File: src/rtl/scr_pkg.sv
package scr_pkg;
  typedef enum logic [1:0] {
    ACC_VAL = 2'd0,
    ACC_SET = 2'd1,
    ACC_CLR = 2'd2,
    ACC_TOG = 2'd3
  } acc_e;
  localparam int WIN_BITS = 4;
  localparam int DATA_W   = 32;
endpackage

File: src/rtl/scr_decode.sv
module scr_decode
  import scr_pkg::*;
#(
  parameter int ADDR_W = 8,
  parameter int N_REGS = 4,
  localparam int IDX_W = ADDR_W - WIN_BITS
) (
  input  logic [ADDR_W-1:0] addr_i,
  output logic              hit_o,
  output logic [IDX_W-1:0]  idx_o,
  output acc_e              acc_o
);
  logic unused_lo;
  assign unused_lo = ^addr_i[1:0];
  assign idx_o = addr_i[ADDR_W-1:WIN_BITS];
  assign acc_o = acc_e'(addr_i[3:2]);
  assign hit_o = (int'(idx_o) < N_REGS);
endmodule

File: src/rtl/scr_reg.sv
module scr_reg
  import scr_pkg::*;
#(
  parameter bit          HAS_ALIAS = 1'b1,
  parameter bit          IS_BYTE   = 1'b0,
  parameter logic [31:0] PROT      = '0,
  parameter logic [31:0] RST       = '0,
  localparam int W = IS_BYTE ? 8 : DATA_W
) (
  input  logic        clk_i,
  input  logic        rst_ni,
  input  logic        wr_i,
  input  acc_e        acc_i,
  input  logic [31:0] wdata_i,
  output logic [31:0] q_o
);
  logic [W-1:0] q, nxt, wd;
  localparam logic [W-1:0] PM = PROT[W-1:0];

  assign wd = wdata_i[W-1:0];

  generate
    if (W < DATA_W) begin : g_narrow
      logic unused_hi;
      assign unused_hi = ^wdata_i[DATA_W-1:W];
    end
  endgenerate

  always_comb begin
    nxt = q;
    if (wr_i) begin
      unique case (acc_i)
        ACC_VAL: nxt = (q & PM) | (wd & ~PM);
        ACC_SET: if (HAS_ALIAS) nxt = q | wd;
        ACC_CLR: if (HAS_ALIAS) nxt = q & ~wd;
        ACC_TOG: if (HAS_ALIAS) nxt = q ^ (wd & ~PM);
        default: nxt = q;
      endcase
    end
  end

  always_ff @(posedge clk_i or negedge rst_ni) begin
    if (!rst_ni) q <= RST[W-1:0];
    else         q <= nxt;
  end

  assign q_o = DATA_W'(q);

  p_plain_prot_r3: assert property (@(posedge clk_i) disable iff (!rst_ni)
    (wr_i && acc_i == ACC_VAL) |=> ((q & PM) == ($past(q) & PM)));

  p_tog_prot_r6: assert property (@(posedge clk_i) disable iff (!rst_ni)
    (wr_i && acc_i == ACC_TOG) |=> ((q & PM) == ($past(q) & PM)));

  p_idle_hold_r11: assert property (@(posedge clk_i) disable iff (!rst_ni)
    !wr_i |=> $stable(q));

  generate
    if (HAS_ALIAS) begin : g_alias_chk
      p_set_r4: assert property (@(posedge clk_i) disable iff (!rst_ni)
        (wr_i && acc_i == ACC_SET) |=> ((q & $past(wd)) == $past(wd)));
      p_clr_r5: assert property (@(posedge clk_i) disable iff (!rst_ni)
        (wr_i && acc_i == ACC_CLR) |=> ((q & $past(wd)) == '0));
    end else begin : g_noalias_chk
      p_no_alias_r7: assert property (@(posedge clk_i) disable iff (!rst_ni)
        (wr_i && acc_i != ACC_VAL) |=> $stable(q));
    end
  endgenerate
endmodule

File: src/rtl/scr_rdmux.sv
module scr_rdmux #(
  parameter int N_REGS = 4,
  parameter int IDX_W  = 4
) (
  input  logic [N_REGS*32-1:0] regs_i,
  input  logic                 hit_i,
  input  logic [IDX_W-1:0]     idx_i,
  output logic [31:0]          rdata_o
);
  always_comb begin
    rdata_o = '0;
    for (int i = 0; i < N_REGS; i++) begin
      if (hit_i && idx_i == IDX_W'(i)) rdata_o = regs_i[i*32 +: 32];
    end
  end
endmodule

File: src/rtl/scr_bank.sv
module scr_bank
  import scr_pkg::*;
#(
  parameter int                    ADDR_W    = 8,
  parameter int                    N_REGS    = 4,
  parameter logic [N_REGS-1:0]     HAS_ALIAS = 4'b0101,
  parameter logic [N_REGS-1:0]     IS_BYTE   = 4'b1100,
  parameter logic [N_REGS*32-1:0]  PROT_MASK = {32'h0, 32'h80, 32'h0, 32'hFF00_0000},
  parameter logic [N_REGS*32-1:0]  RST_VAL   = {32'h3C, 32'h0F, 32'h1234_5678, 32'hA5},
  localparam int IDX_W = ADDR_W - WIN_BITS
) (
  input  logic                 clk_i,
  input  logic                 rst_ni,
  input  logic [ADDR_W-1:0]    addr_i,
  input  logic                 we_i,
  input  logic [31:0]          wdata_i,
  output logic [31:0]          rdata_o,
  output logic [N_REGS*32-1:0] regs_o
);
  logic             hit;
  logic [IDX_W-1:0] idx;
  acc_e             acc;

  scr_decode #(.ADDR_W(ADDR_W), .N_REGS(N_REGS)) u_dec (
    .addr_i(addr_i), .hit_o(hit), .idx_o(idx), .acc_o(acc)
  );

  generate
    for (genvar i = 0; i < N_REGS; i++) begin : g_reg
      logic wr;
      assign wr = we_i && hit && (idx == IDX_W'(i));
      scr_reg #(
        .HAS_ALIAS(HAS_ALIAS[i]),
        .IS_BYTE  (IS_BYTE[i]),
        .PROT     (PROT_MASK[i*32 +: 32]),
        .RST      (RST_VAL[i*32 +: 32])
      ) u_reg (
        .clk_i(clk_i), .rst_ni(rst_ni), .wr_i(wr), .acc_i(acc),
        .wdata_i(wdata_i), .q_o(regs_o[i*32 +: 32])
      );
    end
  endgenerate

  scr_rdmux #(.N_REGS(N_REGS), .IDX_W(IDX_W)) u_rd (
    .regs_i(regs_o), .hit_i(hit), .idx_i(idx), .rdata_o(rdata_o)
  );

  p_unmapped_write_r9: assert property (@(posedge clk_i) disable iff (!rst_ni)
    (we_i && !hit) |=> $stable(regs_o));
endmodule

File: config.mk
export PLATFORM = sky130hd
export DESIGN_NAME = scr_bank
export DESIGN_NICKNAME = d
export VERILOG_FILES = /design/src/rtl/scr_pkg.sv /design/src/rtl/scr_decode.sv /design/src/rtl/scr_reg.sv /design/src/rtl/scr_rdmux.sv /design/src/rtl/scr_bank.sv
export SDC_FILE = /design/constraint.sdc
export NUM_CORES = 1
export LEC_CHECK = 0
export ABC_AREA = 1
export BUFFER_PORTS_ARGS = -buffer_cell sky130_fd_sc_hd__buf_4
export CAP_MARGIN = 20
export CELL_PAD_IN_SITES_DETAIL_PLACEMENT = 2
export CELL_PAD_IN_SITES_GLOBAL_PLACEMENT = 2
export CORE_MARGIN = 2
export CORE_UTILIZATION = 27
export CTS_CLUSTER_DIAMETER = 200
export DETAILED_ROUTE_END_ITERATION = 6
export GPL_TIMING_DRIVEN = 0
export MAX_ROUTING_LAYER = met4
export PLACE_DENSITY = 0.81
export SETUP_SLACK_MARGIN = 0.15
export SLEW_MARGIN = 30
export SYNTH_ARGS = -nofsm -noshare
export SYNTH_HDL_FRONTEND = slang
export SYNTH_SLANG_ARGS = --single-unit
File: constraint.sdc
create_clock -name clk_i -period 1.35 [get_ports clk_i]
set_input_delay 0.135 -clock clk_i [delete_from_list [all_inputs] [get_ports clk_i]]
set_output_delay 0.135 -clock clk_i [all_outputs]
set_load 0.01 [all_outputs]
* Word-level counts from Yosys, hierarchy flattened
Cells that the tools add are included.
** Word-level totals
- Flip-flop bits (word level) :: 80
- Latch bits :: 0
- RAM bits :: 0
- Bits in read-only memories :: 0
- Logic and storage cells :: 40
- Memories kept :: 0
** Operators by class
- Add/sub/neg operators :: 0
- Multipliers :: 0
- Div/mod/pow operators :: 0
- Magnitude comparators :: 1
- Equality and inequality tests :: 6
- Shift operators :: 0
- Mux-type cells :: 6
- Bitwise gates (word level) :: 10
- Reductions and logical operators :: 13
** Operator list (number)
- two-way mux 32 bit :: 4
- one-hot mux 32 bit (4 select lines) :: 1
- AND 32 bit :: 1
- NOT 32 bit :: 1
- OR 32 x 24 -> 32 bit :: 1
- OR 32 bit :: 1
- one-hot mux 8 bit (4 select lines) :: 1
- bitwise XOR 32 x 24 -> 32 bit :: 1
- logical AND 1 bit :: 9
- AND 8 bit :: 1
- == test 4 x 2 -> 1 bit (second input constant) :: 2
- NOT 8 bit :: 1
- OR 8 x 7 -> 8 bit :: 1
- OR 8 bit :: 1
- bitwise XOR 8 x 7 -> 8 bit :: 1
- == test 2 bit (second input constant) :: 2
- == test 4 x 1 -> 1 bit (second input constant) :: 1
- logical NOT 4 bit :: 1
- < comparator 4 x 3 -> 1 bit (second input constant) :: 1
- AND reduction 2 bit :: 2
- == test 2 x 1 -> 1 bit (second input constant) :: 1
- logical NOT 2 bit :: 1

* Longest topological paths before layout
- Word-level depth :: 6
- Mapped depth :: 9

* Cells and area by module
A second synthesis with hierarchy kept.
** Unflattened totals
- Cells, all modules :: 1012
- Area, all modules :: 7140.6 µm²
** Modules (own cells, without submodules)
- scr_reg at g_reg[0].u_reg :: times used 1, cells each 441, area an instance 2911.5 µm², seq. area each 805.8 µm²
- scr_reg at g_reg[1].u_reg :: times used 1, cells each 140, area an instance 1311.3 µm², seq. area each 817.0 µm²
- scr_rdmux :: times used 1, cells each 205, area an instance 1292.5 µm², seq. area each 0.0 µm²
- scr_reg at g_reg[2].u_reg :: times used 1, cells each 145, area an instance 1002.2 µm², seq. area each 205.2 µm²
- scr_reg at g_reg[3].u_reg :: times used 1, cells each 60, area an instance 516.7 µm², seq. area each 205.2 µm²
- scr_bank :: times used 1, cells each 14, area an instance 57.6 µm², seq. area each 0.0 µm²
- scr_decode :: times used 1, cells each 7, area an instance 48.8 µm², seq. area each 0.0 µm²

* Worst setup path after synthesis
Ideal clock, no wire load.
- Kind :: register to register
- From :: register g_reg[2].u_reg.q[2]
- To :: register g_reg[2].u_reg.q[2]
- Library setup time :: 0.073 ns
- Arrival time :: 1.168 ns
- Data required time :: 1.277 ns
- Setup slack :: 0.109 ns
- Cell stages (with the launch flop) :: 7
- Path buffers :: 0
- Period minus slack after synthesis :: 1.241 ns
- Path through :: dfstp_2 > inv_1 > ha_1 > nand3_1 > nand2_1 > nor2_1 > a21oi_1
** Between the ends
- Word-level cells in the longest chain between the ends :: 2
** RTL lines
- start: declaration :: line scr_reg.sv:17 : logic [W-1:0] q, nxt, wd;
- start signal: assignment :: line scr_reg.sv:43 : if (!rst_ni) q <= RST[W-1:0];
- start signal: assignment :: line scr_reg.sv:44 : else q <= nxt;
- bitwise XOR 8 x 7 -> 8 bit, or another cell as far along :: line scr_reg.sv:36 : ACC_TOG: if (HAS_ALIAS) nxt = q ^ (wd & ~PM);
- one-hot mux 8 bit (4 select lines) (*) :: line scr_reg.sv:32 : unique case (acc_i)
Mark *: on every way between the ends. The rest lies on a longest branch, timed or not.
A chain may end at the register's enable or synchronous reset.

* Worst setup path after layout
Same ends and word-level chain as after synthesis.

==> flow_metrics.tcl <==
set metrics [dict create \
    synth_area_sq_mm 0.00617 \
    final_area_sq_mm 0.0101 \
    fmax_ghz 0.653 \
    cts_sinks 80 \
    clockPowerShare_pct 24.1 \
    ys_warn_count 0 \
    grt_pass1_wl_um 45400 \
    cp-end-kind "flip-flop" \
    worst_slew_pin_slew_ns 0.834 \
    yosysSeqAreaShare_pct 33.0 \
    powerDensity_mw_per_mm2 1090 \
    slew_violations 0 \
    critical_path_class "reg2reg" \
    switching_share_pct 38.8 \
    clock_latency_ns 0.36 \
    dieArea_sq_mm 0.0241 \
    first_iter_violations 328 \
    wl_per_cell_um 24.4 \
    grt_setup_unrepaired "true" \
    worst_slack_ns -0.182 \
    p_int_mw 6.76 \
    vias_per_cell 5.06 \
    area_growth_pct 64.1 \
    coreArea_sq_mm 0.0225 \
    numCtsBuffers 9 \
    synth_seq_cells 80 \
    postSynthAreaPerCell_sq_um 6.98 \
    arrival_ns 1.82 \
    vias 7433 \
    placed_area_sq_mm 0.00783 \
    clk_pin_slew_ns 0.07 \
    fp-row-count 55 \
    power_switching_mw 4.29 \
    grt.total_usage_pct 25.4 \
    skew_ns 0 \
    die_w_um 155 \
    finalSetupTns_ns -1.71 \
    cts_root_buf "clkbuf_16" \
    die_h_um 155 \
    fin_crit_ns 1.53 \
    seq_power_share_pct 31.4 \
    dp_hpwl_um 18800 \
    hp-class "in2reg" \
    relSlewSlack_pct 44.4 \
    gp_congestion 0.792 \
    status "finished with violations" \
    holdPathStages 3 \
    vdd_drop_max_mv 0.627 \
    port_buffers 150 \
    whs_ns 0.00574 \
    worst_ep_required_time_ns 1.64 \
    power_frac_comb_pct 44.5 \
    final-setup-viol-count 32 \
    ios 203 \
    synth_cell_types 29 \
    antenna_found_initial 1 \
    grt_overflow 0 \
    synthesis.instances 884 \
    grt_pass1_vias 7730 \
    worstSetupStartpointType "flip-flop" \
    cts_tree "yes" \
    cts_buffer_depth 2 \
    maxCapViolCount 0 \
    initial_core_util_pct 27.4 \
    p_leak_nw 5.57 \
    violations "setup timing" \
    finalHoldViolCount 0 \
    cts_max_level 3 \
    ant_nets 0 \
    fin_nets 1282 \
    grt_max_degree 81 \
    critPathMaxFanout 4 \
    final_util_pct 45.0 \
    p_total_mw 11.0 \
    drive_gt1_share_pct 47.7 \
    post-route-period-util_pct 114 \
    drt_first_pass_iters 5 \
    drc_errors 0 \
    wl_um 35800 \
    reg2reg_depth 6 \
]
## synthesized netlist by cell type, drive strengths merged
cell type | count | area [sq um]
nand2 | 277 | 1050
nor2 | 120 | 478
nand3 | 104 | 531
inv | 81 | 307
buf | 77 | 526
ha | 62 | 776
dfrtp | 55 | 1380
o21ai | 38 | 220
dfstp | 25 | 657
a21oi | 14 | 70.1
clkbuf | 10 | 37.5
nand3b | 8 | 60.1
nand4 | 8 | 50.1
or2 | 2 | 12.5
clkinv | 1 | 3.75
conb | 1 | 3.75
nor3 | 1 | 10.0
## placed cells by master (no fill, tap or decap), types with 8 or more instances in the layout
master,n
clkbuf_2,10
nand3_2,23
nand2_1,225
nand3b_1,8
o21ai_0,9
nor2_4,9
buf_4,201
a21oi_1,9
dfstp_2,25
buf_6,88
buf_2,8
nand3_1,79
ha_1,36
clkbuf_16,11
conb_1,48
dfrtp_2,10
dfrtp_1,45
inv_4,14
nand2_4,23
nor2_2,10
nor2_1,101
inv_2,22
inv_1,44
nand4_1,8
ha_4,19
o21ai_2,25
nand2_2,29
## logic make-up after synthesis
family          count (synthesis)  synth area share [%]
flops                          80                  33.0
compound gates                 52                  4.70
buf+inv                       169                  14.2
fa+ha+maj                      62                  12.6
simple gates                  520                  35.6
other cells                     1                0.0608
## area by class of cell
class	count	area [sq um]
fill	2521	12400
multi-input combinational	682	4250
timing repair buffer	235	2160
sequential	80	2050
buffer	87	671
tap	285	357
inverter	82	354
clock buffer	13	250
clock inverter	3	43.8
antenna	1	2.50
## through the flow
step                instances  setup WS, ns
finish                   1468        -0.182
floorplan                 931         0.147
detailed placement       1366        -0.835
global route             1468        -0.214
CTS                      1436       -0.0251
global placement         1366        -0.821
## repair_timing
item	in CTS	in global routing
resized for setup	195	178
hold endpoints to repair	55	0
hold buffers	1	0
pin swaps	38	51
cloned	2	0
setup endpoints to repair	106	132
buffers inserted	51	31
## final timing paths
check                                            start                endpoint  slack (ns)
min in group asynchronous                       rst_ni  g_reg[1].u_reg.q_o[15]        0.41
worst min register to register  g_reg[1].u_reg.q_o[25]  g_reg[1].u_reg.q_o[25]        0.49
worst min-delay path                       wdata_i[28]  g_reg[1].u_reg.q_o[28]       0.006
worst max-delay path               g_reg[2].u_reg.q[2]     g_reg[2].u_reg.q[2]       -0.18
max in group asynchronous                       rst_ni   g_reg[0].u_reg.q_o[3]        0.33
worst max register to register     g_reg[2].u_reg.q[2]     g_reg[2].u_reg.q[2]       -0.18
## layer usage
layer  global-route usage (%)  up-vias  wire length (um)
li1                         -     3256                 -
met1                     30.4     3749             14100
met2                     43.7      320             18100
met3                     4.71      108              2030
met4                     7.50        0              1550
met5                        -        -                 0
## worst max-delay path, stage by stage (launching register included)
cell and delay (ns):
dfstp_2 0.65, inv_2 0.10, ha_4 0.28, nand3_2 0.08, nand2_2 0.10, nor2_2 0.05
a21oi_2 0.19
## power groups by stage
stage | registers [mW] | logic, mW | clock network (mW)
global placement | 3.42 | 2.69 | 0
detailed placement | 3.43 | 2.83 | 0
finish | 3.47 | 4.92 | 2.66
global route | 3.50 | 5.24 | 2.79
CTS | 3.34 | 3.73 | 2.61
floorplan | 3.46 | 1.33 | 0
Power figures use the tool's default switching activity.
